<file path="src/rtl/i2cs_pkg.sv">
package i2cs_pkg;

  typedef enum logic [2:0] {
    ST_IDLE,
    ST_RX,
    ST_RXACK,
    ST_TX,
    ST_TXACK
  } xfer_state_e;

  typedef enum logic [1:0] {
    BY_DEV,
    BY_REG,
    BY_DATA
  } byte_kind_e;

  localparam logic [5:0] DEV_ADDR_HI = 6'b011101;

  // True when an address byte (7 address bits plus R/W) selects this slave.
  function automatic logic dev_addr_hit(input logic [7:0] addr_byte, input logic strap);
    return addr_byte[7:1] == {DEV_ADDR_HI, strap};
  endfunction

endpackage

</file>
<file path="src/rtl/i2cs_glitch_filter.sv">
module i2cs_glitch_filter #(
  parameter int FILT_LEN = 8
) (
  input  logic clk,
  input  logic rst_n,
  input  logic din,
  output logic dout
);
  localparam int CW = (FILT_LEN < 2) ? 1 : $clog2(FILT_LEN);
  localparam logic [CW-1:0] CNT_MAX = CW'(FILT_LEN - 1);

  logic [1:0]    sync_q;
  logic [CW-1:0] cnt_q;

  // A new level is taken only after it has held for FILT_LEN clocks.
  always_ff @(posedge clk or negedge rst_n) begin
    if (!rst_n) begin
      sync_q <= 2'b11;
      cnt_q  <= '0;
      dout   <= 1'b1;
    end else begin
      sync_q <= {sync_q[0], din};
      if (sync_q[1] == dout) begin
        cnt_q <= '0;
      end else if (cnt_q == CNT_MAX) begin
        dout  <= sync_q[1];
        cnt_q <= '0;
      end else begin
        cnt_q <= cnt_q + 1'b1;
      end
    end
  end
endmodule

</file>
<file path="src/rtl/i2cs_bus_events.sv">
module i2cs_bus_events (
  input  logic clk,
  input  logic rst_n,
  input  logic scl,
  input  logic sda,
  output logic scl_rise,
  output logic scl_fall,
  output logic start_ev,
  output logic stop_ev
);
  logic scl_q, sda_q;

  always_ff @(posedge clk or negedge rst_n) begin
    if (!rst_n) begin
      scl_q <= 1'b1;
      sda_q <= 1'b1;
    end else begin
      scl_q <= scl;
      sda_q <= sda;
    end
  end

  assign scl_rise = scl & ~scl_q;
  assign scl_fall = ~scl & scl_q;
  assign start_ev = scl & scl_q & sda_q & ~sda;
  assign stop_ev  = scl & scl_q & ~sda_q & sda;
endmodule

</file>
<file path="src/rtl/i2cs_xfer_fsm.sv">
module i2cs_xfer_fsm
  import i2cs_pkg::*;
#(
  parameter int AW = 8
) (
  input  logic          clk,
  input  logic          rst_n,
  input  logic          scl_rise,
  input  logic          scl_fall,
  input  logic          start_ev,
  input  logic          stop_ev,
  input  logic          sda_in,
  input  logic          strap,
  input  logic [7:0]    rd_data,
  output logic          sda_low,
  output logic          wr_en,
  output logic [AW-1:0] wr_addr,
  output logic [7:0]    wr_data,
  output logic [AW-1:0] rd_addr,
  output logic          in_idle,
  output logic          nack_ev
);
  xfer_state_e   st_q;
  byte_kind_e    kind_q;
  logic [7:0]    rx_sh_q;
  logic [7:0]    tx_sh_q;
  logic [3:0]    bit_cnt_q;
  logic          rw_q;
  logic          mnack_q;
  logic [AW-1:0] ptr_q;

  function automatic logic [AW-1:0] ptr_step(input logic [AW-1:0] p);
    return p + 1'b1;
  endfunction

  assign in_idle = (st_q == ST_IDLE);
  assign nack_ev = (st_q == ST_TXACK) && scl_fall && mnack_q;
  assign rd_addr = ptr_q;
  assign sda_low = (st_q == ST_RXACK) || ((st_q == ST_TX) && !tx_sh_q[7]);

  always_ff @(posedge clk or negedge rst_n) begin
    if (!rst_n) begin
      st_q      <= ST_IDLE;
      kind_q    <= BY_DEV;
      rx_sh_q   <= '0;
      tx_sh_q   <= '1;
      bit_cnt_q <= '0;
      rw_q      <= 1'b0;
      mnack_q   <= 1'b0;
      ptr_q     <= '0;
      wr_en     <= 1'b0;
      wr_addr   <= '0;
      wr_data   <= '0;
    end else begin
      wr_en <= 1'b0;
      if (start_ev) begin
        st_q      <= ST_RX;
        kind_q    <= BY_DEV;
        bit_cnt_q <= '0;
      end else if (stop_ev) begin
        st_q <= ST_IDLE;
      end else begin
        unique case (st_q)
          ST_RX: begin
            if (scl_rise && bit_cnt_q != 4'd8) begin
              rx_sh_q   <= {rx_sh_q[6:0], sda_in};
              bit_cnt_q <= bit_cnt_q + 4'd1;
            end else if (scl_fall && bit_cnt_q == 4'd8) begin
              unique case (kind_q)
                BY_DEV: begin
                  if (dev_addr_hit(rx_sh_q, strap)) begin
                    rw_q <= rx_sh_q[0];
                    st_q <= ST_RXACK;
                  end else begin
                    st_q <= ST_IDLE;
                  end
                end
                BY_REG: begin
                  ptr_q <= rx_sh_q[AW-1:0];
                  st_q  <= ST_RXACK;
                end
                default: begin
                  wr_en   <= 1'b1;
                  wr_addr <= ptr_q;
                  wr_data <= rx_sh_q;
                  ptr_q   <= ptr_step(ptr_q);
                  st_q    <= ST_RXACK;
                end
              endcase
            end
          end
          ST_RXACK: begin
            if (scl_fall) begin
              bit_cnt_q <= '0;
              if (kind_q == BY_DEV && rw_q) begin
                st_q    <= ST_TX;
                tx_sh_q <= rd_data;
              end else begin
                st_q   <= ST_RX;
                kind_q <= (kind_q == BY_DEV) ? BY_REG : BY_DATA;
              end
            end
          end
          ST_TX: begin
            if (scl_fall) begin
              if (bit_cnt_q == 4'd7) begin
                st_q      <= ST_TXACK;
                bit_cnt_q <= '0;
              end else begin
                tx_sh_q   <= {tx_sh_q[6:0], 1'b1};
                bit_cnt_q <= bit_cnt_q + 4'd1;
              end
            end
          end
          ST_TXACK: begin
            if (scl_rise) begin
              mnack_q <= sda_in;
              ptr_q   <= ptr_step(ptr_q);
            end else if (scl_fall) begin
              if (mnack_q) begin
                st_q <= ST_IDLE;
              end else begin
                st_q      <= ST_TX;
                tx_sh_q   <= rd_data;
                bit_cnt_q <= '0;
              end
            end
          end
          default: ;
        endcase
      end
    end
  end
endmodule

</file>
<file path="src/rtl/i2c_cfg_slave.sv">
module i2c_cfg_slave #(
  parameter int AW       = 8,
  parameter int FILT_LEN = 8
) (
  input  logic          clk,
  input  logic          rst_n,
  input  logic          scl_i,
  input  logic          sda_i,
  input  logic          addr_sel_i,
  output logic          sda_drive_low_o,
  output logic          wr_en_o,
  output logic [AW-1:0] wr_addr_o,
  output logic [7:0]    wr_data_o,
  output logic [AW-1:0] rd_addr_o,
  input  logic [7:0]    rd_data_i
);
  localparam int NLINES = 2;

  logic [NLINES-1:0] raw_lines;
  logic [NLINES-1:0] flt_lines;
  logic scl_flt, sda_flt;
  logic scl_rise, scl_fall, start_ev, stop_ev;
  logic in_idle, nack_ev;

  assign raw_lines = {sda_i, scl_i};

  for (genvar g = 0; g < NLINES; g++) begin : g_filt
    i2cs_glitch_filter #(.FILT_LEN(FILT_LEN)) u_filt (
      .clk  (clk),
      .rst_n(rst_n),
      .din  (raw_lines[g]),
      .dout (flt_lines[g])
    );
  end

  assign scl_flt = flt_lines[0];
  assign sda_flt = flt_lines[1];

  i2cs_bus_events u_events (
    .clk     (clk),
    .rst_n   (rst_n),
    .scl     (scl_flt),
    .sda     (sda_flt),
    .scl_rise(scl_rise),
    .scl_fall(scl_fall),
    .start_ev(start_ev),
    .stop_ev (stop_ev)
  );

  i2cs_xfer_fsm #(.AW(AW)) u_fsm (
    .clk     (clk),
    .rst_n   (rst_n),
    .scl_rise(scl_rise),
    .scl_fall(scl_fall),
    .start_ev(start_ev),
    .stop_ev (stop_ev),
    .sda_in  (sda_flt),
    .strap   (addr_sel_i),
    .rd_data (rd_data_i),
    .sda_low (sda_drive_low_o),
    .wr_en   (wr_en_o),
    .wr_addr (wr_addr_o),
    .wr_data (wr_data_o),
    .rd_addr (rd_addr_o),
    .in_idle (in_idle),
    .nack_ev (nack_ev)
  );
endmodule

</file>
<file path="config.mk">
export PLATFORM = sky130hd
export DESIGN_NAME = i2c_cfg_slave
export DESIGN_NICKNAME = d
export VERILOG_FILES = /design/src/rtl/i2cs_pkg.sv /design/src/rtl/i2cs_glitch_filter.sv /design/src/rtl/i2cs_bus_events.sv /design/src/rtl/i2cs_xfer_fsm.sv /design/src/rtl/i2c_cfg_slave.sv
export SDC_FILE = /design/constraint.sdc
export NUM_CORES = 1
export LEC_CHECK = 0
export BUFFER_PORTS_ARGS = -buffer_cell sky130_fd_sc_hd__clkbuf_2
export CORE_ASPECT_RATIO = 1.1
export CORE_MARGIN = 2
export CORE_UTILIZATION = 35
export DETAILED_ROUTE_END_ITERATION = 12
export GPL_TIMING_DRIVEN = 0
export PLACE_DENSITY_LB_ADDON = 0.3
export SYNTH_ARGS = -nofsm -noshare
export SYNTH_HDL_FRONTEND = slang
export SYNTH_SLANG_ARGS = --single-unit
export TNS_END_PERCENT = 20
</file>
<file path="constraint.sdc">
create_clock -name clk -period 4.4 [get_ports clk]
set_input_delay 0.44 -clock clk [delete_from_list [all_inputs] [get_ports clk]]
set_output_delay 0.44 -clock clk [all_outputs]
set_load 0.005 [all_outputs]
</file>
==> results of run 1 <==
through the flow:
step | instance area [um2] | setup slack [ns]
after detailed placement | 3560 | 2.22
final | 3750 | 2.22
after global placement | 3530 | 2.24
after global routing | 3750 | 2.09
after floorplan | 3200 | 2.46
after CTS | 3750 | 2.20
how the worst min path moves through the flow:
stage,start,slack [ns],depth (start not counted),end
2_1_floorplan,rst_n,0.14,0,g_filt[0].u_filt.cnt_q[0]
3_5_place_dp,g_filt[1].u_filt.sync_q[0],0.35,0,g_filt[1].u_filt.sync_q[1]
3_3_place_gp,g_filt[1].u_filt.sync_q[0],0.35,0,g_filt[1].u_filt.sync_q[1]
5_1_grt,scl_i,0.15,1,g_filt[0].u_filt.sync_q[0]
6_report,sda_i,0.18,1,g_filt[1].u_filt.sync_q[0]
4_1_cts,sda_i,0.16,1,g_filt[1].u_filt.sync_q[0]
worst register-to-register path, stage by stage, from the launching register on:
cell and delay [ns]:
dfstp_2 0.53, buf_2 0.20, nand2_1 0.12, nor3b_1 0.56
nor3_1 0.21, and4_1 0.21, a211o_1 0.25
cells in the mapped netlist (2+ instances only):
library cell	number	area (um2)
o22ai_1	4	25.0
nor2b_1	4	25.0
buf_2	5	25.0
o221ai_1	2	17.5
nand2_1	22	82.6
nand4b_1	2	17.5
and3_1	2	12.5
nand3_1	10	50.1
nor2_1	9	33.8
a31oi_1	4	25.0
dfrtp_1	50	1250
inv_1	4	15.0
a21oi_1	20	100
o21ai_0	6	30.0
and2_1	2	12.5
nor3_1	7	35.0
mux2_2	42	473
dfstp_2	16	420
ha_1	7	87.6
nor3b_1	6	45.0
nand3b_1	4	30.0
or3_1	2	12.5
buf_4	2	15.0
mux2i_1	4	40.0
xnor2_1	2	17.5
o21bai_1	2	15.0
a22oi_1	2	15.0
nand2b_1	4	25.0
xor2_1	2	17.5
clkbuf_1	3	11.3
nor4b_1	2	17.5
and4_1	2	17.5
timing repair:
action                     in CTS  in global routing
hold endpoints to repair        8                  0
setup endpoints to repair       0                  0
resized for setup               0                  0
hold buffers                    1                  0
layout by cell type, fill, tap and decap left out, types with 7 or more instances in the layout:
cell type | netlist | final
a21oi_1 | 20 | 20
clkbuf_2 | 0 | 37
clkbuf_8 | 0 | 12
dfrtp_1 | 50 | 50
dfstp_2 | 16 | 16
ha_1 | 7 | 7
mux2_2 | 42 | 42
nand2_1 | 22 | 22
nand3_1 | 10 | 10
nor2_1 | 9 | 9
nor3_1 | 7 | 7
cell type report:
class	count	area [um2]
timing repair buffer	40	230
tap	114	143
fill	849	5120
clock buffer	14	173
sequential	66	1670
inverter	4	15.0
buffer	11	62.6
multi-input combinational	193	1450
clock inverter	2	12.5
sequential cells by signal, indices dropped and copies added, names as in the netlist, 2 cells and up:
register	count
u_fsm.bit_cnt_q	4
u_fsm.rd_addr	8
u_fsm.rx_sh_q	8
u_fsm.st_q	3
u_fsm.wr_data	8
g_filt.u_filt.cnt_q	6
u_fsm.tx_sh_q	8
g_filt.u_filt.dout	2
g_filt.u_filt.sync_q	4
u_fsm.wr_addr	8
u_fsm.kind_q	2
report_power, final:
group | total (mW) | switching, mW | internal, mW
registers | 0.896 | 0.128 | 0.767
logic | 0.818 | 0.454 | 0.364
clock network | 0.476 | 0.226 | 0.250
cells by family (layout without fill, tap and decap cells):
family / Yosys count / in the layout / share of synthesized area
adder cells (fa/ha/maj): 7 / 7 / 0.0274
AND/OR/NAND/NOR: 89 / 89 / 0.161
XOR/XNOR: 4 / 4 / 0.0110
flip-flops: 66 / 66 / 0.523
AO/OA/AOI/OAI: 47 / 47 / 0.0924
buffers and inverters: 15 / 71 / 0.0243
multiplexers: 46 / 46 / 0.161
layer usage:
metal / up-vias / track usage
met3: 7 / 0.0420
met4: 0 / 0.0611
met2: 53 / 0.221
li1: 1104 / -
met5: - / 0
met1: 1160 / 0.194
==> impl_metrics.env, run 1 <==
export IMPL_syn2layout_area_growth_pct=17.5
export IMPL_grt_total_usage=0.146
export IMPL_fin_skew_ns=0.00919
export IMPL_vias=2324
export IMPL_root_buffer="clkbuf_8"
export IMPL_ys_types=51
export IMPL_wl_mm=6.56
export IMPL_maxUsedRoutingLayer="met4"
export IMPL_wl_per_cell_um=14.8
export IMPL_drive_above_1_share=0.388
export IMPL_fin_crit_ns=2.18
export IMPL_cts_tree="done"
export IMPL_dr_pass1_iters=4
export IMPL_status="complete, no violations"
export IMPL_r2r_end="u_fsm.bit_cnt_q[3]"
export IMPL_async_reset_ff_frac=1.00
export IMPL_met3_wirelength_um=294
export IMPL_crit_end="u_fsm.bit_cnt_q[3]"
export IMPL_critical_path_max_fanout=10
export IMPL_ys_warn_count=0
export IMPL_drv_cap=0
export IMPL_hold_viol=0
export IMPL_cp_depth=6
export IMPL_power_total_mw=2.19
export IMPL_yosysSeqAreaShare=0.523
export IMPL_hpwl_mm=4.60
export IMPL_synth_top_flop_cell="dfrtp_1"
export IMPL_tns_ns=0
export IMPL_drc=0
export IMPL_antenna_found_initial=0
export IMPL_worst_path_buf_inv=1
export IMPL_cts_buffer_depth=2
export IMPL_r2r_cells=6
export IMPL_crit_arrival_ns=2.41
export IMPL_cp_required_ns=4.63
export IMPL_synth_seq_cells=66
export IMPL_grt_overflow_total=0
export IMPL_synth_nets=294
export IMPL_die_w_um=95.1
export IMPL_synth_edff_count=0
export IMPL_slowest_delay_ns=0.56
export IMPL_synth_cells=274
export IMPL_final_cells=444
export IMPL_p_leak_nw=1.77
export IMPL_num_rows=36
export IMPL_clock_latency_ns=0.35
export IMPL_drtIter0Drc=96
export IMPL_postSynthAreaPerCell_um2=11.7
export IMPL_clock_fmax_mhz=459
export IMPL_rsz0062_at_grt="false"
export IMPL_gp_congestion=0.790
export IMPL_wl_met2_mm=3.04
export IMPL_cts_htree_levels=3
export IMPL_dieArea_um2=9910
export IMPL_hold_slack_ns=0.176
export IMPL_tightest_slew_ns=0.655
export IMPL_path_class="flop to flop"
export IMPL_grt_pass1_wl_mm=11.4
export IMPL_maxSlewHeadroom=0.563
export IMPL_cp_startpoint="g_filt[0].u_filt.dout"
export IMPL_power_density_nw_per_um2=583
export IMPL_cp_end_kind="flop"
export IMPL_rrSetupSlack_ns=2.22
export IMPL_grt_pass1_vias=2348
export IMPL_cp_cell_sequence="buf_2 -> nand2_1 -> nor3b_1 -> nor3_1 -> and4_1 -> a211o_1"
export IMPL_initial_core_util=0.360
export IMPL_setup_viol=0
export IMPL_cts_clk_slew_worst_paths_ns=0.06
export IMPL_worstSetupStartpointType="flop"
export IMPL_via_per_inst=5.23
export IMPL_die_h_um=104
export IMPL_wl_met1_mm=3.12
export IMPL_fin_crit_sh=0.495
export IMPL_final_core_util=0.423
export IMPL_diodes=0
export IMPL_crit_family="simple AND/OR/NAND/NOR gates"
export IMPL_vdd_drop_max_mv=0.164
export IMPL_io_pins=39
export IMPL_detail_route_antenna_nets=0
export IMPL_hp_class="input port to flop"
export IMPL_cts_buffers=9
export IMPL_post_cts_repair_setup_buffers=0
export IMPL_slowest_stage="nor3b_1"
export IMPL_clock_sinks=66
export IMPL_placed_cells=427
export IMPL_syn_area_um2=3200
export IMPL_nets=345
export IMPL_reg2reg_from="g_filt[0].u_filt.dout"
export IMPL_grt_max_degree=51
export IMPL_report_final_slew_viol_count=0
export IMPL_core_area_um2=8870
export IMPL_io_buffers=38
(Power assumes the default switching activity.)
==> inputs of run 2 (changes only) <==
clock period = 1.8 ns   (was 4.4 ns; I/O delays follow)
==> run 2 against run 1 <==
Against the previous run: the flow now finishes with violations (negative setup slack); flip-flop and latch count unchanged; via count increased by 2.9%; first-iteration DRC count decreased by 7.3%; cell area increased by 9.2%; global-route usage increased by 0.45 points; register-to-register slack got worse by 2.3 ns; sequential power increased by 150%; power increased to 2.8 times the previous value; final cell count increased by 4.7%; combinational power increased to 3.0 times the previous value; critical endpoint is now u_fsm.wr_addr[2]; largest power group is now combinational logic.
==> impl_metrics.env, run 2 (same netlist as run 1, synthesis figures left out) <==
export IMPL_status="complete, but fails checks"
export IMPL_violations="negative setup slack"
export IMPL_clock_latency_ns=0.34
export IMPL_detail_route_antenna_nets=0
export IMPL_via_per_inst=5.14
export IMPL_stdcell_area_um2=4100
export IMPL_layout_commonest_cell="dfrtp_1"
export IMPL_num_rows=36
export IMPL_hold_slack_ns=0.0859
export IMPL_initial_core_util=0.360
export IMPL_hp_class="input port to flop"
export IMPL_die_h_um=104
export IMPL_place_worst_setup_slack_ns=-0.311
export IMPL_io_buffers=38
export IMPL_io_pins=39
export IMPL_maxSlewHeadroom=0.688
export IMPL_grt_max_degree=66
export IMPL_final_core_util=0.462
export IMPL_p_leak_nw=1.91
export IMPL_core_area_um2=8870
export IMPL_grt_pass1_vias=2441
export IMPL_critical_path_max_fanout=10
export IMPL_tns_ns=-2.38
export IMPL_drive_above_1_share=0.484
export IMPL_grt_pass1_wl_mm=11.7
export IMPL_setup_viol=29
export IMPL_cts_buffer_depth=2
export IMPL_mostFrequentLayoutCells="48 x dfrtp_1, 42 x mux2_2, 38 x clkbuf_2, 19 x buf_4, 19 x nand2_1"
export IMPL_cts_htree_levels=3
export IMPL_die_w_um=95.1
export IMPL_fin_skew_ns=0.00745
export IMPL_root_buffer="clkbuf_8"
export IMPL_hold_viol=0
export IMPL_hpwl_mm=4.49
export IMPL_vdd_drop_max_mv=0.460
export IMPL_report_final_slew_viol_count=0
export IMPL_power_total_mw=6.09
export IMPL_tightest_slew_ns=0.469
export IMPL_wl_per_cell_um=14.8
export IMPL_placed_cells=427
export IMPL_syn2layout_area_growth_pct=28.2
export IMPL_ff_latch_area_um2=1670
export IMPL_antenna_found_initial=0
export IMPL_grt_overflow_total=0
export IMPL_diodes=0
export IMPL_clock_fmax_mhz=523
export IMPL_clock_sinks=66
export IMPL_rrSetupSlack_ns=-0.11
export IMPL_fin_crit_ns=1.91
export IMPL_dieArea_um2=9910
export IMPL_dr_pass1_iters=4
export IMPL_place_area_um2=3570
export IMPL_drtIter0Drc=89
export IMPL_fin_crit_sh=1.06
export IMPL_multi_input_area_um2=1560
export IMPL_wl_mm=6.90
export IMPL_vias=2391
export IMPL_setup_ws_ns=-0.112
export IMPL_fillCellCount=799
export IMPL_worstSetupStartpointType="flop"
export IMPL_rsz0062_at_grt="true"
export IMPL_cp_required_ns=2.02
export IMPL_gp_congestion=0.772
export IMPL_path_class="flop to flop"
export IMPL_drv_cap=0
export IMPL_cp_end_kind="flop"
export IMPL_crit_arrival_ns=2.14
export IMPL_cts_tree="done"
export IMPL_cts_buffers=9
export IMPL_final_cells=465
export IMPL_nets=366
export IMPL_power_density_nw_per_um2=1490
export IMPL_grt_total_usage=0.150
export IMPL_cts_clk_slew_worst_paths_ns=0.08
export IMPL_drc=0
[run 2: path summary, 6_finish.rpt]
kind                                            startpoint  cells after the start                         end
max in group asynchronous                            rst_n                      3            u_fsm.tx_sh_q[7]
worst min-delay path                          rd_data_i[0]                      3            u_fsm.tx_sh_q[0]
worst max-delay path                         u_fsm.st_q[0]                      6            u_fsm.wr_addr[2]
min in group asynchronous                            rst_n                      2  g_filt[0].u_filt.sync_q[0]
worst min register to register  g_filt[0].u_filt.sync_q[0]                      0  g_filt[0].u_filt.sync_q[1]
worst max register to register               u_fsm.st_q[0]                      6            u_fsm.wr_addr[2]
[run 2: cell type report]
type,count,area share
timing repair buffer,61,0.0956
clock buffer,10,0.0336
clock inverter,6,0.0217
multi-input combinational,193,0.381
tap,114,0.0348
inverter,4,0.00366
sequential,66,0.409
buffer,11,0.0214
[run 2: critical path, stage by stage, from the launching register on]
cell     delay (ns)
dfrtp_1        0.35
buf_6          0.14
or3b_4         0.42
nor3_4         0.31
nand2_4        0.14
buf_8          0.17
mux2_2         0.27
[run 2: report_power, final]
group          internal [mW]  switching, mW  total [mW]  leakage (nW)
clock                  0.820          0.594        1.41         0.109
combinational           1.18           1.28        2.46         0.980
sequential              1.88          0.330        2.21         0.827
[run 2: what timing repair did]
action,4_1_cts,5_1_grt
pin swaps,6,2
gates resized for setup,25,10
hold buffers,3,0
endpoints found under the setup margin,46,46
buffers inserted,17,1
endpoints found under the hold margin,53,0
cloned,1,0
[run 2: per-layer routing]
layer / global-route usage / vias up / wire length [um]
met3: 0.0449 / 8 / 274
met4: 0.0621 / 0 / 85
met2: 0.228 / 51 / 3340
met1: 0.199 / 1192 / 3200
met5: 0 / - / 0
li1: - / 1140 / -
==> inputs of run 3 (changes only) <==
CELL_PAD_IN_SITES_DETAIL_PLACEMENT = 0   (was default)
CELL_PAD_IN_SITES_GLOBAL_PLACEMENT = 1   (was default)
clock period = 2.03 ns   (was 1.8 ns; I/O delays follow)
==> run 3 against run 2 <==
Against the previous run: the flow now finishes without violations; via count decreased by 3.1%; critical path type unchanged; register-to-register slack gained 0.19 ns; sequential power decreased by 11%; routed wire length fell by 4.5%; utilization is 2.3 points lower; maximum frequency down 1.9%; first-iteration DRC count is 15% higher; worst setup slack improved by 0.19 ns; critical path depth decreased by 1; clock power fell by 15%; worst hold slack gained 0.0057 ns.
==> impl_metrics.env, run 3 (same netlist as run 1, synthesis figures left out) <==
export IMPL_setup_ws_ns=0.0809
export IMPL_layout_commonest_cell="dfrtp_1"
export IMPL_clock_latency_ns=0.34
export IMPL_cts_buffer_depth=2
export IMPL_grt_met1_usage=0.207
export IMPL_cp_cell_sequence="or3b_4 -> nor3_4 -> nor3_1 -> or3_1 -> a21oi_1"
export IMPL_slowest_delay_ns=0.46
export IMPL_grt_max_degree=50
export IMPL_root_buffer="clkbuf_8"
export IMPL_die_h_um=104
export IMPL_hp_class="input port to flop"
export IMPL_cts_tree="done"
export IMPL_critical_path_max_fanout=9
export IMPL_setup_viol=0
export IMPL_dr_pass1_iters=4
export IMPL_power_density_nw_per_um2=1300
export IMPL_hold_slack_ns=0.0916
export IMPL_initial_core_util=0.360
export IMPL_worst_path_buf_inv=0
export IMPL_worstSetupStartpointType="flop"
export IMPL_clock_fmax_mhz=513
export IMPL_die_w_um=95.1
export IMPL_tns_ns=0
export IMPL_mostFrequentLayoutCells="48 x dfrtp_1, 42 x mux2_2, 37 x clkbuf_2, 21 x nand2_1, 20 x a21oi_1"
export IMPL_diodes=0
export IMPL_io_buffers=38
export IMPL_antenna_found_initial=0
export IMPL_cp_end_kind="flop"
export IMPL_cts_clk_slew_worst_paths_ns=0.07
export IMPL_p_leak_nw=1.84
export IMPL_maxSlewHeadroom=0.707
export IMPL_drive_above_1_share=0.420
export IMPL_hold_viol=0
export IMPL_vdd_drop_max_mv=0.463
export IMPL_use_met2=0.218
export IMPL_slowest_stage="dfrtp_2"
export IMPL_cts_buffers=9
export IMPL_tightest_slew_ns=0.437
export IMPL_via_per_inst=5.13
export IMPL_drv_cap=0
export IMPL_fillCellCount=884
export IMPL_nets=353
export IMPL_grt_total_usage=0.148
export IMPL_gp_congestion=0.754
export IMPL_core_area_um2=8870
export IMPL_num_rows=36
export IMPL_crit_family="simple AND/OR/NAND/NOR gates"
export IMPL_fin_crit_ns=1.95
export IMPL_cp_required_ns=2.29
export IMPL_grt_pass1_vias=2299
export IMPL_rsz0062_at_grt="true"
export IMPL_drc=0
export IMPL_ff_latch_area_um2=1670
export IMPL_wl_mm=6.59
export IMPL_multi_input_area_um2=1480
export IMPL_grt_busiest_layer="met2"
export IMPL_report_final_slew_viol_count=0
export IMPL_syn2layout_area_growth_pct=21.8
export IMPL_fin_crit_sh=0.960
export IMPL_wl_per_cell_um=14.6
export IMPL_status="complete, no violations"
export IMPL_io_pins=39
export IMPL_path_class="flop to flop"
export IMPL_detail_route_antenna_nets=0
export IMPL_hpwl_mm=4.60
export IMPL_grt_overflow_total=0
export IMPL_drtIter0Drc=102
export IMPL_crit_arrival_ns=2.21
export IMPL_cts_htree_levels=3
export IMPL_use_met3=0.0275
export IMPL_clock_sinks=66
export IMPL_vias=2317
export IMPL_grt_pass1_wl_mm=11.6
export IMPL_place_worst_setup_slack_ns=-0.152
export IMPL_dieArea_um2=9910
export IMPL_fin_skew_ns=0.00570
[run 3: final timing paths]
path	start	end	slack [ns]	depth (start not counted)
min in group asynchronous	rst_n	u_fsm.bit_cnt_q[2]	0.30	2
worst max-delay path	u_fsm.st_q[2]	u_fsm.st_q[1]	0.08	5
worst min-delay path	rd_data_i[0]	u_fsm.tx_sh_q[0]	0.09	3
max in group asynchronous	rst_n	g_filt[1].u_filt.dout	1.16	3
worst min register to register	g_filt[1].u_filt.sync_q[0]	g_filt[1].u_filt.sync_q[1]	0.36	0
worst max register to register	u_fsm.st_q[2]	u_fsm.st_q[1]	0.08	5
[run 3: layout make-up]
type / instances / share of cell area
Buffer: 11 / 0.0183
Timing Repair Buffer: 48 / 0.0759
Clock inverter: 5 / 0.0203
Multi-Input combinational cell: 193 / 0.381
Clock buffer: 11 / 0.0338
Sequential cell: 66 / 0.430
Inverter: 4 / 0.00386
Tap cell: 114 / 0.0366
[run 3: per-layer routing]
layer / up-vias / routed length (um)
met2: 41 / 3070
met5: - / 0
met4: 0 / 141
met1: 1145 / 3140
li1: 1119 / -
met3: 12 / 239
[run 3: timing repair]
action                                 4_1_cts  5_1_grt
buffers inserted                             0        6
endpoints found under the hold margin       11        0
hold buffers                                 3        0
setup endpoints to repair                   16       32
gates resized for setup                      7        7
pin swaps                                    0        2
[run 3: stage by stage]
stage	util	total power, mW	std cells	area [um2]
after floorplan	-	3.23	274	3200
after global placement	0.398	3.70	426	3530
after detailed placement	0.401	3.74	427	3560
after CTS	0.431	4.99	446	3820
after global routing	0.439	5.47	452	3890
final	0.439	5.05	452	3890
[run 3: where the power goes]
part           switching [mW]  leakage [nW]  internal (mW)
logic                    1.01         0.906          0.893
clock network           0.505         0.107          0.690
registers               0.289         0.827           1.67
total                    1.80          1.84           3.25
[run 3: tightest hold or removal path: stages]
cell and delay, ns:
clkbuf_2 0.08, nor4_1 0.04, nor2_1 0.07
